`src/rtl/ftc_pkg.sv`:
```
package ftc_pkg;
  typedef enum logic [2:0] {
    ADR_CTRL   = 3'd0,
    ADR_ADDEND = 3'd1,
    ADR_CNT_LO = 3'd2,
    ADR_CNT_HI = 3'd3,
    ADR_OFF_LO = 3'd4,
    ADR_OFF_HI = 3'd5,
    ADR_ACC    = 3'd6
  } reg_addr_e;

  localparam int ADDR_W        = 3;
  localparam int CTRL_W        = 3;
  localparam int CTRL_EN_BIT   = 0;
  localparam int CTRL_BYP_BIT  = 1;
  localparam int CTRL_SRST_BIT = 2;
endpackage

```
`src/rtl/ftc_rate_accum.sv`:
```
module ftc_rate_accum #(
  parameter int ACC_W = 32
) (
  input  logic             clk,
  input  logic             rst,
  input  logic             en,
  input  logic             bypass,
  input  logic             srst,
  input  logic [ACC_W-1:0] addend,
  output logic             inc,
  output logic [ACC_W-1:0] acc
);
  localparam int SUM_W = ACC_W + 1;

  logic [SUM_W-1:0] sum;

  always_comb begin
    sum = {1'b0, acc} + {1'b0, addend};
    inc = en && !srst && (bypass || sum[ACC_W]);
  end

  always_ff @(posedge clk) begin
    if (rst || srst) begin
      acc <= '0;
    end else if (en && !bypass) begin
      acc <= sum[ACC_W-1:0];
    end
  end

  // bypass forces a step on every enabled edge
  a_r4_bypass_step: assert property (@(posedge clk) disable iff (rst)
    (en && bypass && !srst) |-> inc);

  // accumulator advances by the addend
  a_r2_acc_add: assert property (@(posedge clk) disable iff (rst)
    (en && !bypass && !srst) |=> acc == ACC_W'($past(acc) + $past(addend)));

  // accumulator holds when disabled
  a_r5_acc_hold: assert property (@(posedge clk) disable iff (rst)
    (!en && !srst) |=> $stable(acc));

  // soft reset clears accumulator
  a_r6_acc_clear: assert property (@(posedge clk) disable iff (rst)
    srst |=> acc == '0);
endmodule

```
`src/rtl/ftc_counter64.sv`:
```
module ftc_counter64 #(
  parameter int CNT_W = 64
) (
  input  logic             clk,
  input  logic             rst,
  input  logic             srst,
  input  logic             inc,
  input  logic             cnt_load,
  input  logic [CNT_W-1:0] cnt_load_val,
  input  logic             off_load,
  input  logic [CNT_W-1:0] off_load_val,
  output logic [CNT_W-1:0] cnt,
  output logic [CNT_W-1:0] off,
  output logic [CNT_W-1:0] time_now,
  output logic             tick
);
  logic [CNT_W-1:0] cnt_nxt;
  logic [CNT_W-1:0] off_nxt;
  logic             step;

  always_comb begin
    step = inc && !srst && !cnt_load;
    if (srst)          cnt_nxt = '0;
    else if (cnt_load) cnt_nxt = cnt_load_val;
    else if (step)     cnt_nxt = cnt + CNT_W'(1);
    else               cnt_nxt = cnt;
    off_nxt = off_load ? off_load_val : off;
  end

  always_ff @(posedge clk) begin
    if (rst) begin
      cnt      <= '0;
      off      <= '0;
      time_now <= '0;
      tick     <= 1'b0;
    end else begin
      cnt      <= cnt_nxt;
      off      <= off_nxt;
      time_now <= cnt_nxt + off_nxt;
      tick     <= step;
    end
  end

  // a granted increment moves the count by exactly one (wraps, R10)
  a_r2_step_one: assert property (@(posedge clk) disable iff (rst)
    (inc && !srst && !cnt_load) |=> cnt == $past(cnt) + CNT_W'(1));

  // no increment, no load, no clear -> count holds
  a_r5_cnt_hold: assert property (@(posedge clk) disable iff (rst)
    (!inc && !srst && !cnt_load) |=> $stable(cnt));

  // soft reset clears count
  a_r6_cnt_clear: assert property (@(posedge clk) disable iff (rst)
    srst |=> cnt == '0);

  // tick only follows an increment
  a_r11_tick_step: assert property (@(posedge clk) disable iff (rst)
    tick |-> cnt == $past(cnt) + CNT_W'(1));

  // reported time tracks count plus offset
  a_r9_time_sum: assert property (@(posedge clk) disable iff (rst)
    time_now == cnt + off);
endmodule

```
`src/rtl/ftc_regbank.sv`:
```
module ftc_regbank
  import ftc_pkg::*;
#(
  parameter int DATA_W = 32
) (
  input  logic                clk,
  input  logic                rst,
  input  logic                bus_wr,
  input  logic                bus_rd,
  input  logic [ADDR_W-1:0]   bus_addr,
  input  logic [DATA_W-1:0]   bus_wdata,
  output logic [DATA_W-1:0]   bus_rdata,
  output logic                bus_rvalid,
  input  logic [2*DATA_W-1:0] cnt,
  input  logic [2*DATA_W-1:0] off,
  input  logic [DATA_W-1:0]   acc,
  output logic                en,
  output logic                bypass,
  output logic                srst,
  output logic [DATA_W-1:0]   addend,
  output logic                cnt_load,
  output logic [2*DATA_W-1:0] cnt_load_val,
  output logic                off_load,
  output logic [2*DATA_W-1:0] off_load_val
);
  localparam int PAD_W = DATA_W - CTRL_W;

  logic [CTRL_W-1:0] ctrl;
  logic [DATA_W-1:0] cnt_stage;
  logic [DATA_W-1:0] off_stage;
  logic [DATA_W-1:0] snap_hi;

  always_comb begin
    en           = ctrl[CTRL_EN_BIT];
    bypass       = ctrl[CTRL_BYP_BIT];
    srst         = ctrl[CTRL_SRST_BIT];
    cnt_load     = bus_wr && (bus_addr == ADR_CNT_HI);
    cnt_load_val = {bus_wdata, cnt_stage};
    off_load     = bus_wr && (bus_addr == ADR_OFF_HI);
    off_load_val = {bus_wdata, off_stage};
  end

  always_ff @(posedge clk) begin
    if (rst) begin
      ctrl       <= '0;
      addend     <= '0;
      cnt_stage  <= '0;
      off_stage  <= '0;
      snap_hi    <= '0;
      bus_rdata  <= '0;
      bus_rvalid <= 1'b0;
    end else begin
      bus_rvalid <= bus_rd;
      if (bus_wr) begin
        case (reg_addr_e'(bus_addr))
          ADR_CTRL:   ctrl      <= bus_wdata[CTRL_W-1:0];
          ADR_ADDEND: addend    <= bus_wdata;
          ADR_CNT_LO: cnt_stage <= bus_wdata;
          ADR_OFF_LO: off_stage <= bus_wdata;
          default:    ;
        endcase
      end
      if (bus_rd) begin
        case (reg_addr_e'(bus_addr))
          ADR_CTRL:   bus_rdata <= {{PAD_W{1'b0}}, ctrl};
          ADR_ADDEND: bus_rdata <= addend;
          ADR_CNT_LO: begin
            bus_rdata <= cnt[DATA_W-1:0];
            snap_hi   <= cnt[2*DATA_W-1:DATA_W];
          end
          ADR_CNT_HI: bus_rdata <= snap_hi;
          ADR_OFF_LO: bus_rdata <= off[DATA_W-1:0];
          ADR_OFF_HI: bus_rdata <= off[2*DATA_W-1:DATA_W];
          ADR_ACC:    bus_rdata <= acc;
          default:    bus_rdata <= '0;
        endcase
      end
    end
  end

  // low-half read captures the live high half
  a_r7_snap_capture: assert property (@(posedge clk) disable iff (rst)
    (bus_rd && bus_addr == ADR_CNT_LO) |=> snap_hi == $past(cnt[2*DATA_W-1:DATA_W]));

  // high-half read returns the captured value
  a_r7_hi_from_snap: assert property (@(posedge clk) disable iff (rst)
    (bus_rd && bus_addr == ADR_CNT_HI) |=> bus_rdata == $past(snap_hi));

  // read-valid follows the read strobe by one edge
  a_r12_rvalid_set: assert property (@(posedge clk) disable iff (rst)
    bus_rd |=> bus_rvalid);
  a_r12_rvalid_clr: assert property (@(posedge clk) disable iff (rst)
    !bus_rd |=> !bus_rvalid);
endmodule

```
`src/rtl/ftc_timebase.sv`:
```
module ftc_timebase
  import ftc_pkg::*;
#(
  parameter int DATA_W = 32
) (
  input  logic                clk,
  input  logic                rst,
  input  logic                bus_wr,
  input  logic                bus_rd,
  input  logic [ADDR_W-1:0]   bus_addr,
  input  logic [DATA_W-1:0]   bus_wdata,
  output logic [DATA_W-1:0]   bus_rdata,
  output logic                bus_rvalid,
  output logic [2*DATA_W-1:0] time_now,
  output logic                tick
);
  localparam int CNT_W = 2 * DATA_W;

  logic             en, bypass, srst, inc;
  logic [DATA_W-1:0] addend, acc;
  logic             cnt_load, off_load;
  logic [CNT_W-1:0] cnt_load_val, off_load_val, cnt, off;

  ftc_regbank #(.DATA_W(DATA_W)) u_regs (
    .clk(clk), .rst(rst),
    .bus_wr(bus_wr), .bus_rd(bus_rd), .bus_addr(bus_addr),
    .bus_wdata(bus_wdata), .bus_rdata(bus_rdata), .bus_rvalid(bus_rvalid),
    .cnt(cnt), .off(off), .acc(acc),
    .en(en), .bypass(bypass), .srst(srst), .addend(addend),
    .cnt_load(cnt_load), .cnt_load_val(cnt_load_val),
    .off_load(off_load), .off_load_val(off_load_val)
  );

  ftc_rate_accum #(.ACC_W(DATA_W)) u_accum (
    .clk(clk), .rst(rst), .en(en), .bypass(bypass), .srst(srst),
    .addend(addend), .inc(inc), .acc(acc)
  );

  ftc_counter64 #(.CNT_W(CNT_W)) u_count (
    .clk(clk), .rst(rst), .srst(srst), .inc(inc),
    .cnt_load(cnt_load), .cnt_load_val(cnt_load_val),
    .off_load(off_load), .off_load_val(off_load_val),
    .cnt(cnt), .off(off), .time_now(time_now), .tick(tick)
  );
endmodule

```
`config.mk`:
```
export PLATFORM = sky130hd
export DESIGN_NAME = ftc_timebase
export DESIGN_NICKNAME = d
export VERILOG_FILES = /design/src/rtl/ftc_pkg.sv /design/src/rtl/ftc_rate_accum.sv /design/src/rtl/ftc_counter64.sv /design/src/rtl/ftc_regbank.sv /design/src/rtl/ftc_timebase.sv
export SDC_FILE = /design/constraint.sdc
export NUM_CORES = 1
export LEC_CHECK = 0
export BUFFER_PORTS_ARGS = -buffer_cell sky130_fd_sc_hd__buf_2
export CAP_MARGIN = 20
export CORE_MARGIN = 5
export CORE_UTILIZATION = 40
export CTS_BUF_LIST = sky130_fd_sc_hd__clkbuf_8
export CTS_CLUSTER_DIAMETER = 200
export DETAILED_ROUTE_END_ITERATION = 10
export MAX_ROUTING_LAYER = met4
export PLACE_DENSITY = 0.68
export SYNTH_ARGS = -nofsm -noshare
export SYNTH_HDL_FRONTEND = slang
export SYNTH_HIERARCHICAL = 1
export SYNTH_SLANG_ARGS = --single-unit
```
`constraint.sdc`:
```
create_clock -name clk -period 17.4 [get_ports clk]
set_clock_uncertainty 0.1 [all_clocks]
set_input_delay 0.87 -clock clk [delete_from_list [all_inputs] [get_ports clk]]
set_output_delay 0.87 -clock clk [all_outputs]
set_load 0.01 [all_outputs]
```
**Yosys cells after proc, flatten, opt, wreduce, memory -nomap -nowiden**

Index checks and enable logic that the tools add are counted.

- Add/sub/neg operators: 3
- Equal/unequal tests: 6
- Muxes and demuxes: 5
- Reductions and logical operators: 18

Operators by type and width:

| operator | count |
|---|---|
| $mux 64 | 4 |
| $pmux 32 s7 | 1 |
| $add 64x1->64 const B | 1 |
| $add 64x64->64 | 1 |
| $add 32x32->33 | 1 |
| $reduce_and 2->1 | 5 |
| $eq 3x3->1 const B | 3 |
| $logic_and 1x1->1 | 7 |
| $eq 3x2->1 const B | 2 |
| $eq 3x1->1 const B | 1 |
| $logic_not 1->1 | 3 |
| $logic_not 3->1 | 1 |
| $logic_or 1x1->1 | 2 |

- Flip-flop bits (word level): 389
- Bits of input ports: 39
- Output and inout bits: 98

**Logic depth before layout (Yosys ltp)**

- Depth after elaboration: 9
- Mapped depth: 29
- Gate-level depth less buffers: 28

**Modules after synthesis**

The synthesis kept the hierarchy.

By module, submodules not included:

| module | times used | cells an instance | area an instance (µm²) | seq. area each (µm²) |
|---|---|---|---|---|
| ftc_counter64 | 1 | 1480 | 11763.8 | 3863.7 |
| ftc_regbank | 1 | 951 | 7613.6 | 3283.1 |
| ftc_rate_accum | 1 | 370 | 2850.2 | 640.6 |

**Worst setup path before layout**

Ideal clock, no wire load.

- Kind: reg2reg
- Start: register u_regs.addend[10]
- End: register u_count.time_now[62]
- Library setup time: 64 ps
- Arrival: 6372 ps
- Path slack: 10863 ps
- Cell stages (with the launch flop): 30
- Path buffers: 3
- Cells stage by stage: dfxtp_1 > ha_1 > buf_4 > nand2_4 > or3_1 > o211a_4 > a211oi_2 > o2111ai_1 > nand2_1 > a41o_1 > or3b_1 > or4_4 > nor4_2 > nand4b_1 > clkbuf_1 > o21ai_0 > a21oi_1 > a21oi_1 > nor2_1 > ha_1 > clkbuf_1 > a21o_1 > a21o_1 > a21oi_1 > o21bai_1 > a21oi_1 > o21ai_0 > or4b_2 > or3_1 > nand4_1

- Cells in the longest elaborated chain, start to end: 9

RTL lines:

| element | line | source |
|---|---|---|
| start: declaration | ftc_regbank.sv:20 | `output logic [DATA_W-1:0] addend,` |
| start signal: assignment | ftc_regbank.sv:57 | `ADR_ADDEND: addend <= bus_wdata;` |
| $add 32x32->33 | ftc_rate_accum.sv:18 | `sum = {1'b0, acc} + {1'b0, addend};` |
| $logic_or 1x1->1 | ftc_rate_accum.sv:19 | `inc = en && !srst && (bypass \|\| sum[ACC_W]);` |
| $logic_and 1x1->1 | ftc_rate_accum.sv:19 |  |
| net inc | ftc_timebase.sv:19 | `logic en, bypass, srst, inc;` |
| $logic_and 1x1->1 (2 in series) | ftc_counter64.sv:22 | `step = inc && !srst && !cnt_load;` |
| $mux 64 | ftc_counter64.sv:25 | `else if (step) cnt_nxt = cnt + CNT_W'(1);` |
| $mux 64 | ftc_counter64.sv:24 | `else if (cnt_load) cnt_nxt = cnt_load_val;` |
| $mux 64 | ftc_counter64.sv:23 | `if (srst) cnt_nxt = '0;` |
| net u_count.cnt_nxt[55] | ftc_counter64.sv:17 | `logic [CNT_W-1:0] cnt_nxt;` |
| $add 64x64->64 | ftc_counter64.sv:39 | `time_now <= cnt_nxt + off_nxt;` |
| end signal: assignment | ftc_counter64.sv:39 |  |
| end: declaration | ftc_counter64.sv:14 | `output logic [CNT_W-1:0] time_now,` |

The timed path passes the listed nets, and every way through them passes these cells.
A chain may end at the register's enable or synchronous reset.

**Final worst setup path**

- Start: register u_regs.addend[10]
- End: register u_count.time_now[43]

The elaborated chain is that of the path after synthesis.

==> impl_table.tex <==
\begin{tabular}{lr}
\hline
Metric & Value \\
\hline
\multicolumn{2}{l}{\textbf{Clock tree}} \\
\quad Total clock buffers created by CTS & 71 \\
\quad Gates resized, CTS repair & 0 \\
\quad Max H-tree Level & 3 \\
\quad CTS tree & done \\
\quad Post-CTS setup buffer count & 0 \\
\quad Clock tree buffer depth & 3 \\
\quad Number of sinks handled by clock tree synthesis & 389 \\
\quad Worst-Skew Late Latency & 0.65 ns \\
\quad Clock-pin slew reported for the worst setup and hold paths after clock tree synthesis & 0.06 ns \\
\quad Clock tree root driver cell & sky130\_fd\_sc\_hd\_\_clkbuf\_8 \\
\quad CTS Hold Bufs & 0 \\
\multicolumn{2}{l}{\textbf{Yosys}} \\
\quad Share of synthesized flip-flops with an asynchronous set or reset & 0 \\
\quad Distinct cell type count of the synthesized netlist & 95 \\
\quad Synthesis-stage register bit count & 389 \\
\quad Register area share after synthesis & 0.350 \\
\quad Most used DFF post-synth & sky130\_fd\_sc\_hd\_\_dfxtp\_1 \\
\quad Syn Inst Count & 2801 \\
\quad Cell Area, Synth & 22200 um2 \\
\quad Average cell area after synthesis & 7.94 um2 \\
\quad Number of enable flip-flop cells after synthesis & 0 \\
\quad Count of yosys warnings during synthesis & 6 \\
\quad Syn Nets & 2938 \\
\multicolumn{2}{l}{\textbf{Global route}} \\
\quad GR Layer Usage met3 & 0.0516 \\
\quad Maximum number of pins on one net before global-route repair & 88 \\
\quad Number of antenna violations at the first check in global routing & 3 \\
\quad Wire length of the first global-routing pass & 119000 um \\
\quad GR met2 Demand/Resource & 0.379 \\
\quad Most Crowded Layer GR & met2 \\
\quad Overall track demand over capacity in global routing & 0.259 \\
\quad Fraction of met1 tracks used by global routing & 0.355 \\
\quad Overflow after GRT & 0 \\
\quad Vias in the first global route & 19100 \\
\multicolumn{2}{l}{\textbf{Place}} \\
\quad Number of cells after detailed placement & 3472 \\
\quad Count of buffers inserted at the top-level ports & 136 \\
\quad DP HPWL & 58900 um \\
\quad GP Congestion & 0.998 \\
\quad Cell Area, Placed & 22800 um2 \\
\multicolumn{2}{l}{\textbf{Timing}} \\
\quad Peak Freq & 126 MHz \\
\quad Crit share post-route & 0.458 \\
\quad Worst slew margin & 0.225 \\
\quad Final setup viols & 0 \\
\quad Fin. Hold Viols & 0 \\
\quad Total count of max-transition violations in the final report & 0 \\
\quad RSZ-0062 raised after global routing & false \\
\quad Transition time of the tightest slew-check pin & 1.16 ns \\
\quad Sum of negative setup slack & 0 ns \\
\quad Min cycle time layout & 7.96 ns \\
\multicolumn{2}{l}{\textbf{Floorplan}} \\
\quad Die ar. & 60400 um2 \\
\quad Std-Cell Core Area & 55100 um2 \\
\quad Die outline height & 246 um \\
\quad DIE WIDTH & 246 um \\
\quad Cell Rows & 86 \\
\quad Top-level I/O count & 137 \\
\quad Starting density of the core & 0.403 \\
\multicolumn{2}{l}{\textbf{Setup path}} \\
\quad R2r setup slk & 9.44 ns \\
\quad Crit Reg-Reg Endpoint & u\_count/time\_now[43] \\
\quad Max incr delay on CP & 0.86 ns \\
\quad R2R cell count & 25 \\
\quad Worst path required time & 17.80 ns \\
\quad R2r startpoint & u\_regs/addend[10] \\
\quad Startpoint types & register \\
\quad Highest fanout seen on the critical path & 7 \\
\quad Critical Setup Path Class & register to register \\
\quad CP arrival & 8.36 ns \\
\quad Slowest stage cell, crit path & sky130\_fd\_sc\_hd\_\_nor4\_1 \\
\quad CP dominant cell by count & sky130\_fd\_sc\_hd\_\_nor2\_1 \\
\quad Worst Setup End Kind & register \\
\multicolumn{2}{l}{\textbf{Routing}} \\
\quad Wire per inst & 22.2 um \\
\quad Total routed wirelength & 79900 um \\
\quad Antenna-violating nets left & 0 \\
\quad DRC violation count after routing & 0 \\
\quad DRT Pass-1 Iters & 7 \\
\quad Via count & 21000 \\
\quad Average vias per placed instance & 5.82 \\
\quad Number of design-rule violations left by the first detailed-router iteration & 2465 \\
\multicolumn{2}{l}{\textbf{Power and ir drop}} \\
\quad Combinational group share of total power & 0.078 \\
\quad VDD IR-drop max & 0.0429 mV \\
\quad Leak & 9.58 nW \\
\quad Internal power summed over all cells & 1.44 mW \\
\quad Net load switching power & 0.521 mW \\
\quad Reg power frac & 0.469 \\
\quad Power per cell area & 80.8 nW/um2 \\
\quad Clock network fraction of total power & 0.453 \\
\quad Net switching share of the total power & 0.266 \\
\multicolumn{2}{l}{\textbf{Layout}} \\
\quad Synth-to-Final Area Change & 9.21\% \\
\quad Fin nets & 2935 \\
\quad Final-layout fill cell count & 5652 \\
\quad Fin cells & 3602 \\
\quad Fraction of final layout cells sized beyond drive strength 1 & 0.135 \\
\quad Highest-count cells in the layout ignoring fill and taps & 415 x sky130\_fd\_sc\_hd\_\_nand2\_1, 388 x sky130\_fd\_sc\_hd\_\_dfxtp\_1, 354 x sky130\_fd\_sc\_hd\_\_a21oi\_1 \\
\quad Post-route design area & 24300 um2 \\
\quad Final design utilization & 0.441 \\
\quad Most common library cell in the layout ignoring fill and taps & sky130\_fd\_sc\_hd\_\_nand2\_1 \\
\multicolumn{2}{l}{\textbf{Run status}} \\
\quad Status & finished clean \\
\multicolumn{2}{l}{\textbf{Min path}} \\
\quad Worst hold path stage count & 2 \\
\quad Destination of the worst hold path & u\_regs/bus\_rdata[19] \\
\quad Worst min-delay path class & register to register \\
\quad Start point of the worst min-delay path & u\_regs/bus\_rdata[19] \\
\multicolumn{2}{l}{\textbf{Run}} \\
\quad Count of maximum capacitance violations & 0 \\
\hline
\end{tabular}
metal layers:
| metal | vias to the layer above | share of wire |
|---|---|---|
| met2 | 1101 | 0.43 |
| met5 | - | 0 |
| met4 | 0 | 0.038 |
| met3 | 172 | 0.095 |
| li1 | 9837 | - |
| met1 | 9865 | 0.44 |
area by class of cell:
class,instances,area [um2],area share
multi-input combinational,2134,13100,0.539
tap,748,936,0.0386
sequential,389,7790,0.321
clock buffer,89,1220,0.0505
antenna,3,7.51,0.000309
timing repair buffer,159,863,0.0356
clock inverter,37,214,0.00881
inverter,43,161,0.00665
power groups by stage:
stage / clock (mW) / combinational (mW) / sequential, mW
floorplan: 0 / 0.101 / 0.936
global placement: 0 / 0.150 / 0.939
detailed placement: 0 / 0.149 / 0.939
CTS: 0.905 / 0.150 / 0.919
global route: 0.952 / 0.163 / 0.920
finish: 0.888 / 0.154 / 0.920
per-stage QoR:
stage / setup slack, ns / power [mW] / hold slack [ns]
finish: 9.44 / 1.96 / 0.344
global route: 9.03 / 2.04 / 0.355
CTS: 9.60 / 1.97 / 0.348
detailed placement: 9.66 / 1.09 / 0.340
global placement: 9.65 / 1.09 / 0.332
floorplan: 10.86 / 1.04 / 0.333
state kept, by name, indices dropped and copies added (netlist names):
register and cells:
u_regs/bus_rdata 32, u_regs/addend 32, u_count/time_now 64, u_regs/ctrl 3, u_count/cnt 64, u_regs/bus_rvalid 1, u_accum/acc 32, u_count/tick 1
u_regs/snap_hi 32, u_count/off 64, u_regs/cnt_stage 32, u_regs/off_stage 32
worst max-delay path by stage:
| stage | start | endpoint | slack [ns] | cells after the start |
|---|---|---|---|---|
| 5_1_grt | u_regs/addend[10] | u_count/time_now[46] | 9.03 | 26 |
| 3_5_place_dp | u_regs/addend[10] | u_count/time_now[46] | 9.66 | 26 |
| 4_1_cts | u_regs/addend[10] | u_count/time_now[46] | 9.60 | 26 |
| 2_1_floorplan | u_regs/addend[10] | u_count/time_now[62] | 10.86 | 29 |
| 3_3_place_gp | u_regs/addend[10] | u_count/time_now[47] | 9.65 | 22 |
| 6_report | u_regs/addend[10] | u_count/time_now[43] | 9.44 | 25 |
critical path, delay by kind of cell (launching register included):
kind,cells,cell delay [ns]
AND/OR/NAND/NOR,14,3.99
adder cells (fa/ha/maj),2,0.86
XOR/XNOR,2,0.35
AO/OA/AOI/OAI,7,2.16
flip-flops,1,0.33
kinds of logic after synthesis:
logic type                 after synthesis  share of synthesized area
buffers and inverters                  278                     0.0630
muxes                                  119                     0.0580
DFF                                    389                      0.350
AOI/OAI and AO/OA                      741                      0.205
xor gates and xnor gates               114                     0.0453
and+or+nand+nor                       1062                      0.222
adders and majority gates               98                     0.0558
synth_stat cells (10+ instances only):
cell type | count | share of area
sky130_fd_sc_hd__a22oi_1 | 25 | 0.0084
sky130_fd_sc_hd__o21bai_1 | 21 | 0.0071
sky130_fd_sc_hd__xor2_1 | 52 | 0.020
sky130_fd_sc_hd__buf_2 | 33 | 0.0074
sky130_fd_sc_hd__mux2i_1 | 40 | 0.018
sky130_fd_sc_hd__nand2b_1 | 13 | 0.0037
sky130_fd_sc_hd__a22o_1 | 11 | 0.0043
sky130_fd_sc_hd__o21a_1 | 15 | 0.0051
sky130_fd_sc_hd__nand4_1 | 56 | 0.016
sky130_fd_sc_hd__xnor2_1 | 61 | 0.024
sky130_fd_sc_hd__a21o_1 | 37 | 0.012
sky130_fd_sc_hd__ha_1 | 96 | 0.054
sky130_fd_sc_hd__buf_4 | 70 | 0.024
sky130_fd_sc_hd__a221oi_1 | 12 | 0.0047
sky130_fd_sc_hd__a211oi_1 | 17 | 0.0057
sky130_fd_sc_hd__nor3_1 | 63 | 0.014
sky130_fd_sc_hd__mux2_2 | 79 | 0.040
sky130_fd_sc_hd__a31oi_1 | 14 | 0.0039
sky130_fd_sc_hd__nand3_1 | 42 | 0.0095
sky130_fd_sc_hd__o211ai_1 | 16 | 0.0054
sky130_fd_sc_hd__nor2_1 | 263 | 0.044
sky130_fd_sc_hd__o21ai_0 | 111 | 0.025
sky130_fd_sc_hd__or3_1 | 21 | 0.0059
sky130_fd_sc_hd__o22ai_1 | 10 | 0.0028
sky130_fd_sc_hd__dfxtp_1 | 389 | 0.35
sky130_fd_sc_hd__o21ai_1 | 10 | 0.0023
sky130_fd_sc_hd__a21oi_1 | 354 | 0.080
sky130_fd_sc_hd__and3_1 | 23 | 0.0065
sky130_fd_sc_hd__nor4_1 | 13 | 0.0037
sky130_fd_sc_hd__nand2_1 | 415 | 0.070
sky130_fd_sc_hd__nor2b_1 | 89 | 0.025
sky130_fd_sc_hd__clkbuf_1 | 119 | 0.020
sky130_fd_sc_hd__inv_1 | 42 | 0.0071
(Power assumes the default switching activity.)
